**config.mk**
```make
export PLATFORM = sky130hd
export DESIGN_NAME = pred_guard
export DESIGN_NICKNAME = d
export VERILOG_FILES = /design/src/rtl/pred_guard_pkg.sv /design/src/rtl/pred_bank.sv /design/src/rtl/pred_read.sv /design/src/rtl/pred_qualify.sv /design/src/rtl/pred_guard.sv
export SDC_FILE = /design/constraint.sdc
export NUM_CORES = 1
export LEC_CHECK = 0
export ABC_AREA = 1
export BUFFER_PORTS_ARGS = -buffer_cell sky130_fd_sc_hd__buf_4
export CORE_MARGIN = 3
export CORE_UTILIZATION = 61
export CTS_BUF_LIST = sky130_fd_sc_hd__clkbuf_8 sky130_fd_sc_hd__clkbuf_16
export CTS_CLUSTER_SIZE = 40
export DETAILED_ROUTE_END_ITERATION = 6
export PLACE_DENSITY = 0.9
export SYNTH_ARGS = -nofsm -noshare
export SYNTH_HDL_FRONTEND = slang
export SYNTH_SLANG_ARGS = --single-unit
```
**constraint.sdc**
```tcl
create_clock -name clk -period 3.1 [get_ports clk]
set_input_delay 0.775 -clock clk [delete_from_list [all_inputs] [get_ports clk]]
set_output_delay 0.775 -clock clk [all_outputs]
set_load 0.02 [all_outputs]
```
**src/rtl/pred_guard_pkg.sv**
```systemverilog
package pred_guard_pkg;
  typedef struct packed {
    logic commit;
    logic raise;
  } qual_res_t;
endpackage

```
**src/rtl/pred_bank.sv**
```systemverilog
module pred_bank #(
  parameter int NUM_PRED = 64,
  localparam int IW = $clog2(NUM_PRED)
) (
  input  logic                clk,
  input  logic                rst,
  input  logic                wr_en,
  input  logic                wr_cond,
  input  logic [IW-1:0]       wr_idx_t,
  input  logic [IW-1:0]       wr_idx_f,
  output logic [NUM_PRED-1:0] bits
);
  // Entry 0 is a constant true; the rest are individual flops so that two
  // targets can be written in one cycle.
  assign bits[0] = 1'b1;

  for (genvar g = 1; g < NUM_PRED; g++) begin : g_reg
    always_ff @(posedge clk) begin
      if (rst) begin
        bits[g] <= 1'b0;
      end else if (wr_en && wr_idx_t == IW'(g)) begin
        bits[g] <= wr_cond;
      end else if (wr_en && wr_idx_f == IW'(g)) begin
        bits[g] <= ~wr_cond;
      end
    end
  end
endmodule

```
**src/rtl/pred_read.sv**
```systemverilog
module pred_read #(
  parameter int NUM_PRED = 64,
  localparam int IW = $clog2(NUM_PRED)
) (
  input  logic [NUM_PRED-1:0] bits,
  input  logic                wr_en,
  input  logic                wr_cond,
  input  logic [IW-1:0]       wr_idx_t,
  input  logic [IW-1:0]       wr_idx_f,
  input  logic [IW-1:0]       rd_idx,
  output logic                rd_val
);
  // Same-cycle forwarding; the true target overrides the complement target.
  always_comb begin
    rd_val = bits[rd_idx];
    if (wr_en && rd_idx == wr_idx_f) rd_val = ~wr_cond;
    if (wr_en && rd_idx == wr_idx_t) rd_val = wr_cond;
    if (rd_idx == '0) rd_val = 1'b1;
  end
endmodule

```
**src/rtl/pred_qualify.sv**
```systemverilog
module pred_qualify
  import pred_guard_pkg::*;
(
  input  logic      clk,
  input  logic      rst,
  input  logic      valid,
  input  logic      guard,
  input  logic      fault,
  output qual_res_t res
);
  qual_res_t nxt;

  always_comb begin
    nxt.commit = valid & guard;
    nxt.raise  = valid & guard & fault;
  end

  always_ff @(posedge clk) begin
    if (rst) res <= '0;
    else     res <= nxt;
  end
endmodule

```
**src/rtl/pred_guard.sv**
```systemverilog
module pred_guard
  import pred_guard_pkg::*;
#(
  parameter int NUM_PRED = 64,
  localparam int IW = $clog2(NUM_PRED)
) (
  input  logic          clk,
  input  logic          rst,
  input  logic          cmp_valid,
  input  logic          cmp_cond,
  input  logic [IW-1:0] cmp_idx_t,
  input  logic [IW-1:0] cmp_idx_f,
  input  logic          q_valid,
  input  logic [IW-1:0] q_idx,
  input  logic          q_fault,
  output logic          commit_en,
  output logic          raise_exc
);
  logic [NUM_PRED-1:0] bank_bits;
  logic                guard;
  qual_res_t           res;

  pred_bank #(.NUM_PRED(NUM_PRED)) u_bank (
    .clk(clk), .rst(rst), .wr_en(cmp_valid), .wr_cond(cmp_cond),
    .wr_idx_t(cmp_idx_t), .wr_idx_f(cmp_idx_f), .bits(bank_bits)
  );

  pred_read #(.NUM_PRED(NUM_PRED)) u_read (
    .bits(bank_bits), .wr_en(cmp_valid), .wr_cond(cmp_cond),
    .wr_idx_t(cmp_idx_t), .wr_idx_f(cmp_idx_f), .rd_idx(q_idx),
    .rd_val(guard)
  );

  pred_qualify u_qual (
    .clk(clk), .rst(rst), .valid(q_valid), .guard(guard),
    .fault(q_fault), .res(res)
  );

  assign commit_en = res.commit;
  assign raise_exc = res.raise;
endmodule

```
* Word level (Yosys, flattened, before mapping)
Cells that the tools add are included.
Word-level totals: input port bits 24, logic and storage cells 520, register bits 65, output and inout bits 2
Operators by class: reduce and logical (&&, ||, !) cells 192, $lt $le $gt $ge 1, equality and inequality tests 128, bitwise logic cells 3, multiplexer cells 131
Operator list (count):
- 6-bit equality test, second input constant | 64
- 6-bit by 5-bit equality test with 1-bit output, second input constant | 32
- 1-bit two-way mux | 130
- 1-bit logical AND | 128
- 2-bit nonzero test | 63
- 6-bit by 4-bit equality test with 1-bit output, second input constant | 16
- 6-bit by 3-bit equality test with 1-bit output, second input constant | 8
- 6-bit by 2-bit equality test with 1-bit output, second input constant | 4
- 6-bit by 1-bit equality test with 1-bit output, second input constant | 2
- 6-bit equality test | 2
- 6-bit by 7-bit < comparator with 1-bit output, second input constant | 1
- 1-bit binary-select mux with 6-bit select | 1
- 6-bit zero test | 1
- 1-bit bitwise AND | 2
- 1-bit inverter | 1

* Logic depth before layout (Yosys ltp)
Gate-level depths: netlist of run 1.
depth after elaboration 7, gate-level depth with buffers 15, gate-level depth less buffers 13

* By module
From an unflattened synthesis of run 1, not the netlist that was laid out.
Unflattened totals: cell total of the unflattened synthesis 920, area, all modules 5154.9 um2
By module, submodules not included:
- pred_bank | cells each 720, sequential area each 1261.2 um2, instances 1, area an instance 4219.0 um2
- pred_read | cells each 194, sequential area each 0.0 um2, instances 1, area an instance 879.6 um2
- pred_qualify | cells each 6, sequential area each 40.0 um2, instances 1, area an instance 56.3 um2

* Worst setup path after synthesis of run 1
OpenSTA, ideal clock, no wires.
kind input to register, from input q_idx[0], to register, netlist name u_qual.res[0], required time 2.989 ns, setup time 0.111 ns, path slack 1.094 ns, path buffers 2, stages on the path 13, arrival time 1.895 ns, cell sequence buf_2 -> buf_2 -> or2_2 -> nand3_1 -> nand3_1 -> nand3_1 -> nand3_1 -> nand3_1 -> nand3_1 -> nand2_1 -> nand2_1 -> nand2_1 -> nor2_1
On the way: longest elaborated chain between the ends 7, elaborated cells between the ends (all ways) 12, classes of those cells eq/ne (2); mux (5); bitwise (2); reduce/logical (3)
Ends and longest elaborated chain:
- start, declared | RTL line pred_guard.sv:14 | input logic [IW-1:0] q_idx,
- 1-bit binary-select mux with 6-bit select / 6-bit equality test (equally long branches) | RTL line pred_read.sv:15, pred_read.sv:16
- 1-bit two-way mux (implied by the code) / 1-bit logical AND (equally long branches) | RTL line pred_read.sv:15, pred_read.sv:16
- 1-bit two-way mux | RTL line pred_read.sv:16 | if (wr_en && rd_idx == wr_idx_f) rd_val = ~wr_cond;
- 1-bit two-way mux | RTL line pred_read.sv:17 | if (wr_en && rd_idx == wr_idx_t) rd_val = wr_cond;
- 1-bit two-way mux (*) | RTL line pred_read.sv:18 | if (rd_idx == '0) rd_val = 1'b1;
- 1-bit bitwise AND (*) (2 in series) | RTL line pred_qualify.sv:15 | nxt.raise = valid & guard & fault;
Mark *: on every way between the ends. The rest lies on a longest branch, timed or not. The select of a mux whose other input is x is not followed. A chain may end at the register's enable or synchronous reset.

* Worst setup path after layout of run 1
from input q_idx[0], to register, netlist name u_qual.res[1]
On the way: longest elaborated chain between the ends 6, elaborated cells between the ends (all ways) 11, classes of those cells eq/ne (2); mux (5); bitwise (1); reduce/logical (3)
Ends and longest elaborated chain:
- 1-bit binary-select mux with 6-bit select / 6-bit equality test (equally long branches) | RTL line pred_read.sv:15, pred_read.sv:16
- 1-bit two-way mux (implied by the code) / 1-bit logical AND (equally long branches) | RTL line pred_read.sv:15, pred_read.sv:16
- 1-bit two-way mux | RTL line pred_read.sv:16
- 1-bit two-way mux | RTL line pred_read.sv:17
- 1-bit two-way mux (*) | RTL line pred_read.sv:18
- 1-bit bitwise AND (*) | RTL line pred_qualify.sv:14 | nxt.commit = valid & guard;
Marks and branches as above.

==> metrics.cfg, run 1 <==
[outcome]
outcome = complete, no violations

[synthesis]
synth_most_common_cell = nand2_1
synth_edf_count = 0
synth_seq_cells = 65
synth_fa_ha_area_frac = 0
synth_area_leaders = dfxtp_1, nand2_1, inv_1, nand3_1, o21ai_0
seq_area_frac_synth = 0.281
yosys.area.top_type = dfxtp_1
synth_cells = 750
synth.mux.area_fraction = 0
netlist_area_um2 = 4630
syn_nets = 774
synth-xor-area-share = 0.00757
yosys-top-cells-count = nand2_1, inv_1, nand3_1, o21ai_0, dfxtp_1
synth_compound_area_frac = 0.270
synth_top_area_frac = 0.281
yosys_warnings = 0
synth_area_per_cell_um2 = 6.17
synth_top_family_by_area = simple AND/OR/NAND/NOR gates
ys_async_sr_fraction = 0
synth.distinct_cells = 33
synth-simple-area-share = 0.289
ys.flop_type = dfxtp_1

[routing]
wl_mm = 15.8
vias = 5402
antenna_left = 0
drt_iter0_drc = 750
wire_per_inst_um = 18.5
viasPerCell = 6.32
drc = 0
drt_first_pass_iters = 6

[final_layout]
seq_area_um2 = 1300
multiInputGateArea_um2 = 2620
final_cell_area_um2 = 4990
antennaDiodeCount = 0
fill_cells = 669
synthToLayoutAreaGrowth_pct = 7.86
drive_above_1_share = 0.0899
fin_nets = 777

[power]
peakVddDrop_v = 0.000334
p_leak_uw = 0.00209
power_density_nw_per_um2 = 379

[timing]
fmax_mhz = 435
finalCritPeriodShare = 0.742
slew_headroom = 0.515
maxSlewViolCount = 0
skew_ns = 0.0105
tns_ns = 0
setup_viol = 0
hold-worst-slack_ns = 0.489
min_period_ns = 2.30
grt_setup_unrepaired = false
worstMarginPinSlew_ns = 0.727
hold_violations = 0

[global_route]
grt-ovfl-total = 0
grt_pass1_wl_mm = 25.0
grt_pass1_vias = 5191
antenna_found_initial = 0
use_met2 = 0.609
grt_max_degree = 61
grt.total_usage = 0.369
use_met1 = 0.447
top_usage_layer = met2
gr-usage-met3 = 0.0692

[clocking]
cts_tree = done
cts_resized = 0
cts_buffer_depth = 2
numCtsBuffers = 9
clkLatencyLatePin_ns = 0.35
holdBufCountCts = 0
postCtsSetupRepairBufs = 0
root_buffer = clkbuf_8
path_clk_slew_ns = 0.08
htree_levels = 3
clock_sinks = 65

[worst_setup_path]
crit_required_ns = 3.35
worstSetupStartpointType = primary input
r2r_cells = 11
crit_fanout = 44
crit_arrival_ns = 2.55
cp-end-kind = flip-flop
worst-setup-path-type = in2reg

[place]
numPortBuffers = 25
dp_hpwl_mm = 10.7
gp_congestion = 0.993
place_area_um2 = 4810

[floorplan]
pin_count = 26
row_count = 31
die_area_um2 = 8670
start_util = 0.635
die_x_um = 93.1
die_h_um = 93.1
core_um2 = 7290

[min_path]
hp-class = reg2reg
min_path_cells = 2

[job]
drv_cap = 0

## sequential cells by signal (all words and copies together), names as in the netlist
register,cells
u_bank.bits,63
u_qual.res,2
## worst max-delay path: stages
cell	delay [ns]
buf_4	0.35
inv_1	0.42
nand2_1	0.19
nand2_1	0.06
nor2_1	0.10
nand2_1	0.06
nand3_1	0.08
nand3_1	0.08
nand3_1	0.08
nand3_1	0.07
nand2_1	0.07
nand2_1	0.06
nand2_1	0.08
inv_1	0.04
## cell families (layout without fill, tap and decap cells)
group	count (synthesis)	count (layout)
compound gates	193	193
simple gates	312	312
xor+xnor	4	4
buf+inv	176	182
flops	65	65
## layout by cell type, fill, tap and decap left out, types with 10 or more instances in the layout
master,count
a21oi_1,18
o311ai_1,14
nor2_1,62
a31oi_1,18
buf_4,34
clkbuf_8,10
nand3_1,69
nand2_1,163
o21ai_0,68
inv_1,124
dfxtp_1,65
o211ai_1,32
## area by class of cell
class | instances | area share
clock inverter | 4 | 0.00927
timing repair buffer | 34 | 0.0511
clock buffer | 10 | 0.0276
tap | 99 | 0.0248
multi-input combinational | 509 | 0.525
sequential | 65 | 0.261
inverter | 134 | 0.101
## power breakdown
group | internal [uW] | switching [uW] | leakage, uW
clock | 381 | 342 | 0.0000954
sequential | 845 | 4.75 | 0.000525
combinational | 88.1 | 232 | 0.00147
total | 1310 | 579 | 0.00209
## worst paths after layout
kind / from / to / slack (ns)
min reg2reg: u_bank.bits[52] / u_bank.bits[52] / 0.49
min: u_bank.bits[52] / u_bank.bits[52] / 0.49
max: q_idx[0] / u_qual.res[1] / 0.80
max reg2reg: u_bank.bits[36] / u_qual.res[1] / 1.62
## metrics by stage
| step | cells | total power, uW | setup slack (ns) | utilization |
|---|---|---|---|---|
| after floorplan | 750 | 1070 | 1.09 | - |
| after global placement | 841 | 1170 | 0.559 | 0.660 |
| after detailed placement | 841 | 1180 | 0.492 | 0.660 |
| after CTS | 855 | 1880 | 0.842 | 0.685 |
| after global routing | 855 | 1940 | 0.579 | 0.685 |
| final | 855 | 1890 | 0.800 | 0.685 |
## routing by layer
layer / vias to the layer above / share of wire
li1: 2522 / -
met1: 2436 / 0.38
met2: 350 / 0.46
met3: 94 / 0.10
met4: 0 / 0.059
met5: - / 0
(Power assumes the default switching activity.)
==> run 2, diff against run 1 <==
--- a/config.mk
+++ b/config.mk
@@ -8,11 +8,11 @@
 export ABC_AREA = 1
 export BUFFER_PORTS_ARGS = -buffer_cell sky130_fd_sc_hd__buf_4
 export CORE_MARGIN = 3
-export CORE_UTILIZATION = 61
+export CORE_UTILIZATION = 56
 export CTS_BUF_LIST = sky130_fd_sc_hd__clkbuf_8 sky130_fd_sc_hd__clkbuf_16
 export CTS_CLUSTER_SIZE = 40
 export DETAILED_ROUTE_END_ITERATION = 6
-export PLACE_DENSITY = 0.9
+export PLACE_DENSITY = 0.87
 export SYNTH_ARGS = -nofsm -noshare
 export SYNTH_HDL_FRONTEND = slang
 export SYNTH_SLANG_ARGS = --single-unit
==> constraint.sdc (replaced) <==
create_clock -name clk -period 2 [get_ports clk]
set_input_delay 0.5 -clock clk [delete_from_list [all_inputs] [get_ports clk]]
set_output_delay 0.5 -clock clk [all_outputs]
set_load 0.02 [all_outputs]
==> run 2 against run 1 <==
Compared with the run above: total power rose by 68%; hold slack got worse by 0.10 ns; clock power rose by 83%; non-clock buffer count rose by 25; critical endpoint is now u_bank.bits[11]; largest cell class unchanged.
==> metrics.cfg, run 2 (synthesis gave the netlist of run 1 again) <==
[worst_setup_path]
crit_top_cell = inv_1
r2r_slack_ns = 0.53  ; -1.09 ns
endpoint = u_bank.bits[11]
crit_path_cell_trace = buf_4, inv_2, nor3_2, inv_1, o21ai_0, o311ai_0, o211ai_1, inv_1
max_stage_delay_ns = 0.55  ; +0.13 ns
crit_cells = 8  ; -6
worst_path_max_delay_cell = inv_1
r2r-end = u_qual.res[0]
cp-end-kind = flip-flop
crit_fanout = 14  ; -68%
r2r_cells = 11  ; unchanged
worst-setup-path-type = in2reg
worstSetupStartpointType = primary input
r2r_start = u_bank.bits[56]
path_delay_family = buffers and inverters
worstSetupStartpoint = cmp_valid
crit_required_ns = 2.29  ; -1.06 ns
cp.buffers_inverters = 4  ; +1
crit_arrival_ns = 2.05  ; -0.50 ns

[place]
gp_congestion = 1.03  ; +3.6%
dp_hpwl_mm = 11.5  ; +7.5%
place_area_um2 = 5040  ; +4.8%
numPortBuffers = 25  ; unchanged

[power]
power_density_nw_per_um2 = 602  ; +59%
peakVddDrop_v = 0.000443  ; +33%
total_power_uw = 3170  ; +68%
p_leak_uw = 0.00225  ; +7.9%

[final_layout]
antennaDiodeCount = 0  ; unchanged
top_register = u_bank.bits
finish.utilization = 0.668  ; -0.0170
layout_commonest_cell = nand2_1
reg_top3 = u_bank.bits: 63 flops, u_qual.res: 2 flops
final_cell_mix = nand2_1, inv_1, nand3_1
final_cell_area_um2 = 5270  ; +5.5%
synthToLayoutAreaGrowth_pct = 13.8
fin_nets = 802  ; +3.2%
drive_above_1_share = 0.120  ; +0.0303
largest_reg_flops = 63  ; unchanged

[floorplan]
row_count = 32  ; +3.2%
die_area_um2 = 9390  ; +8.3%
core_um2 = 7890  ; +8.2%
die_h_um = 96.9  ; +4.1%
pin_count = 26  ; unchanged
die_x_um = 96.9  ; +4.1%
start_util = 0.587  ; -0.0479

[clocking]
holdBufCountCts = 0  ; unchanged
clock_sinks = 65  ; unchanged
root_buffer = clkbuf_8
path_clk_slew_ns = 0.07  ; about the same
cts_tree = done
cts_buffer_depth = 2  ; unchanged
clkLatencyLatePin_ns = 0.35  ; about the same
postCtsSetupRepairBufs = 0  ; unchanged
cts_resized = 0  ; unchanged
numCtsBuffers = 9  ; unchanged
htree_levels = 3  ; unchanged

[routing]
drt_first_pass_iters = 6  ; unchanged
drc = 0  ; unchanged
antenna_left = 0  ; unchanged
drt_iter0_drc = 620  ; -17%
vias = 5513  ; +2.1%
viasPerCell = 6.24  ; -1.3%
wl_mm = 16.3  ; +3.2%
wire_per_inst_um = 18.4  ; -0.14%

[global_route]
antenna_found_initial = 1  ; +1
grt_pass1_wl_mm = 26.6  ; +6.1%
grt_max_degree = 65  ; +6.6%
grt_pass1_vias = 5405  ; +4.1%
grt-ovfl-total = 0  ; unchanged
grt.total_usage = 0.349  ; -0.0198

[timing]
slew_headroom = 0.509  ; -0.00612
min_period_ns = 1.75
skew_ns = 0.00821  ; -0.00231 ns
maxSlewViolCount = 0  ; unchanged
fmax_mhz = 570
hold_violations = 0  ; unchanged
setup_viol = 0  ; unchanged
grt_setup_unrepaired = false
worstMarginPinSlew_ns = 0.736  ; +0.00918 ns
finalCritPeriodShare = 0.877
tns_ns = 0  ; unchanged

[min_path]
hp-class = in2reg

[outcome]
outcome = complete, no violations

[job]
drv_cap = 0  ; unchanged

-- run 2: cell types whose count changed in the layout (fill, tap and decap cells not counted) --
| cell | previous run | this run |
|---|---|---|
| clkinvlp_4 | 1 | 0 |
| clkbuf_8 | 10 | 12 |
| buf_12 | 0 | 3 |
| bufinv_16 | 1 | 2 |
| clkinv_2 | 1 | 0 |
| buf_4 | 34 | 56 |
-- run 2: metrics by stage --
| stage | worst slack, ns | instances | hold WS, ns |
|---|---|---|---|
| final | 0.246 | 884 | 0.387 |
| after global routing | 0.159 | 884 | 0.390 |
| after CTS | 0.410 | 884 | 0.380 |
| after detailed placement | 0.0515 | 869 | 0.466 |
| after global placement | 0.110 | 869 | 0.453 |
| after floorplan | 0.269 | 750 | 0.442 |
-- run 2: worst min path at each step --
stage / start / endpoint / cells after the start
3_3_place_gp: u_bank.bits[20] / u_bank.bits[20] / 2
5_1_grt: q_fault / u_qual.res[0] / 3
3_5_place_dp: u_bank.bits[52] / u_bank.bits[52] / 2
4_1_cts: q_fault / u_qual.res[0] / 3
2_1_floorplan: u_bank.bits[52] / u_bank.bits[52] / 2
6_report: q_fault / u_qual.res[0] / 3
-- run 2: metal layers --
metal / track usage / wire length [um]
met5: 0 / 13
met4: 0.238 / 1120
met3: 0.0627 / 1820
met2: 0.559 / 7270
met1: 0.425 / 6070
-- run 2: cell type report --
type | count | area (um^2)
Clock buffer | 12 | 165
Clock inverter | 3 | 63.8
Fill cell | 756 | 2620
Inverter | 134 | 505
Multi-Input combinational cell | 509 | 2620
Sequential cell | 65 | 1300
Tap cell | 102 | 128
Timing Repair Buffer | 59 | 480
-- run 2: power by group --
group / switching [uW] / internal [uW] / total (uW) / leakage (uW)
clock: 523 / 794 / 1320 / 0.000120
sequential: 7.72 / 1310 / 1320 / 0.000525
combinational: 369 / 170 / 539 / 0.00161
total: 900 / 2270 / 3170 / 0.00225
-- run 2: worst min-delay path, cell delays in order --
cell and delay [ns]:
buf_4 0.10, inv_1 0.04, nor2_1 0.04
==> run 3, diff against run 2 <==
--- a/config.mk
+++ b/config.mk
@@ -12,7 +12,7 @@
 export CTS_BUF_LIST = sky130_fd_sc_hd__clkbuf_8 sky130_fd_sc_hd__clkbuf_16
 export CTS_CLUSTER_SIZE = 40
 export DETAILED_ROUTE_END_ITERATION = 6
-export PLACE_DENSITY = 0.87
+export PLACE_DENSITY = 0.77
 export SYNTH_ARGS = -nofsm -noshare
 export SYNTH_HDL_FRONTEND = slang
 export SYNTH_SLANG_ARGS = --single-unit
==> run 3 against run 2 <==
Compared with the run above: sequential power about the same; routed wire length up 1.4%; die area unchanged; via count down 1.3%; first-iteration DRC count down 24%; hold slack worse by 0.035 ns; worst setup slack better by 0.10 ns.
==> metrics.cfg, run 3 (synthesis gave the netlist of run 1 again) <==
[worst_setup_path]
r2r-end = u_qual.res[0]
cp-end-kind = flip-flop
worst-setup-path-type = in2reg
crit_cells = 8  ; unchanged
cp.buffers_inverters = 4  ; unchanged
crit_fanout = 14  ; unchanged
worstSetupStartpoint = cmp_valid
crit_arrival_ns = 1.90  ; -0.15 ns
endpoint = u_bank.bits[8]
max_stage_delay_ns = 0.37  ; -0.18 ns
r2r_cells = 11  ; unchanged
path_delay_family = buffers and inverters
crit_required_ns = 2.25  ; -0.04 ns
crit_path_cell_trace = buf_4, inv_2, nor3_1, buf_12, inv_1, nor2_1, a311oi_1, a211oi_1
worstSetupStartpointType = primary input
worst_path_max_delay_cell = nor3_1
r2r_slack_ns = 0.55  ; +0.02 ns
r2r_start = u_bank.bits[36]

[global_route]
grt-ovfl-total = 0  ; unchanged
antenna_found_initial = 0  ; -1
grt.total_usage = 0.351  ; +0.00139
grt_max_degree = 67  ; +3.1%
grt_pass1_vias = 5258  ; -2.7%
grt_pass1_wl_mm = 26.6  ; +0.15%

[outcome]
outcome = complete, no violations

[power]
peakVddDrop_v = 0.000379  ; -15%
p_leak_uw = 0.00221  ; -2.1%
total_power_uw = 2980  ; -6.0%
power_density_nw_per_um2 = 569  ; -5.5%

[timing]
min_period_ns = 1.65  ; -0.104 ns
worstMarginPinSlew_ns = 0.494  ; -0.242 ns
grt_setup_unrepaired = false
fmax_mhz = 606  ; +6.3%
finalCritPeriodShare = 0.825  ; -0.0522
setup_viol = 0  ; unchanged
maxSlewViolCount = 0  ; unchanged
skew_ns = 0.0112  ; +0.00295 ns
slew_headroom = 0.670  ; +0.162
hold-worst-slack_ns = 0.352  ; -0.0347 ns
hold_violations = 0  ; unchanged
tns_ns = 0  ; unchanged

[final_layout]
final_cell_mix = nand2_1, inv_1, nand3_1
finish.utilization = 0.664  ; -0.00349
largest_reg_flops = 63  ; unchanged
drive_above_1_share = 0.116  ; -0.00437
top_register = u_bank.bits
antennaDiodeCount = 0  ; unchanged
layout_commonest_cell = nand2_1
final_cell_area_um2 = 5240  ; -0.52%
reg_top3 = u_bank.bits: 63 flops, u_qual.res: 2 flops
synthToLayoutAreaGrowth_pct = 13.2
fin_nets = 796  ; -0.75%

[clocking]
clock_sinks = 65  ; unchanged
clkLatencyLatePin_ns = 0.36  ; about the same
holdBufCountCts = 0  ; unchanged
cts_resized = 0  ; unchanged
cts_tree = done
root_buffer = clkbuf_8
numCtsBuffers = 9  ; unchanged
htree_levels = 3  ; unchanged
postCtsSetupRepairBufs = 0  ; unchanged
path_clk_slew_ns = 0.09  ; +0.02 ns
cts_buffer_depth = 2  ; unchanged

[floorplan]
die_area_um2 = 9390  ; unchanged
row_count = 32  ; unchanged
pin_count = 26  ; unchanged
core_um2 = 7890  ; unchanged
start_util = 0.587  ; unchanged
die_h_um = 96.9  ; unchanged
die_x_um = 96.9  ; unchanged

[place]
gp_congestion = 1.00  ; -2.8%
dp_hpwl_mm = 11.7  ; +2.0%
place_area_um2 = 5060  ; +0.35%
numPortBuffers = 25  ; unchanged

[routing]
wl_mm = 16.5  ; +1.4%
viasPerCell = 6.19  ; -0.69%
wire_per_inst_um = 18.8  ; +1.9%
drc = 0  ; unchanged
drt_first_pass_iters = 7  ; +1
vias = 5444  ; -1.3%
antenna_left = 0  ; unchanged
drt_iter0_drc = 472  ; -24%

[job]
drv_cap = 0  ; unchanged

[min_path]
hp-class = in2reg

## run 3: cell count changes in the layout (fill, tap and decap cells not counted)
cell	delta
buf_12	+5
buf_4	-11
bufinv_16	-2
clkbuf_8	-3
clkinvlp_4	+3
inv_1	-1
inv_6	+3
inv_8	+1
## run 3: per-layer routing
metal  track usage  vias to the layer above  part of all wire
li1              -                     2567                 -
met1         0.446                     2478              0.39
met2         0.557                      316              0.46
met3        0.0707                       83              0.10
met4         0.188                        0             0.047
met5             0                        -                 0
## run 3: worst reg2reg max path, delay by kind of cell, from the launching register on
kind             cells  cell delay, ns
AND/OR/NAND/NOR     11            1.02
flip-flops           1            0.34
## run 3: metrics by stage
step / setup WS [ns] / instances
4_1_cts: 0.442 / 879
2_1_floorplan: 0.269 / 750
3_5_place_dp: 0.0669 / 863
3_3_place_gp: 0.102 / 863
6_report: 0.350 / 879
5_1_grt: 0.212 / 879
## run 3: where the power goes
group	internal [uW]	switching [uW]
registers	1310	7.99
logic	177	371
clock network	472	645
total	1960	1020
## run 3: worst min-delay path by stage
| stage | cells past startpoint | end | slack, ns | startpoint |
|---|---|---|---|---|
| 2_1_floorplan | 2 | u_bank.bits[52] | 0.44 | u_bank.bits[52] |
| 3_3_place_gp | 2 | u_bank.bits[2] | 0.47 | u_bank.bits[2] |
| 3_5_place_dp | 2 | u_bank.bits[42] | 0.47 | u_bank.bits[42] |
| 4_1_cts | 3 | u_qual.res[0] | 0.35 | q_fault |
| 5_1_grt | 3 | u_qual.res[0] | 0.37 | q_fault |
| 6_report | 3 | u_qual.res[0] | 0.35 | q_fault |
## run 3: cell type report
| class | instances | area (um^2) |
|---|---|---|
| fill | 752 | 2650 |
| clock inverter | 7 | 60.1 |
| timing repair buffer | 53 | 498 |
| sequential | 65 | 1300 |
| tap | 102 | 128 |
| multi-input combinational | 509 | 2620 |
| inverter | 134 | 505 |
| clock buffer | 9 | 124 |
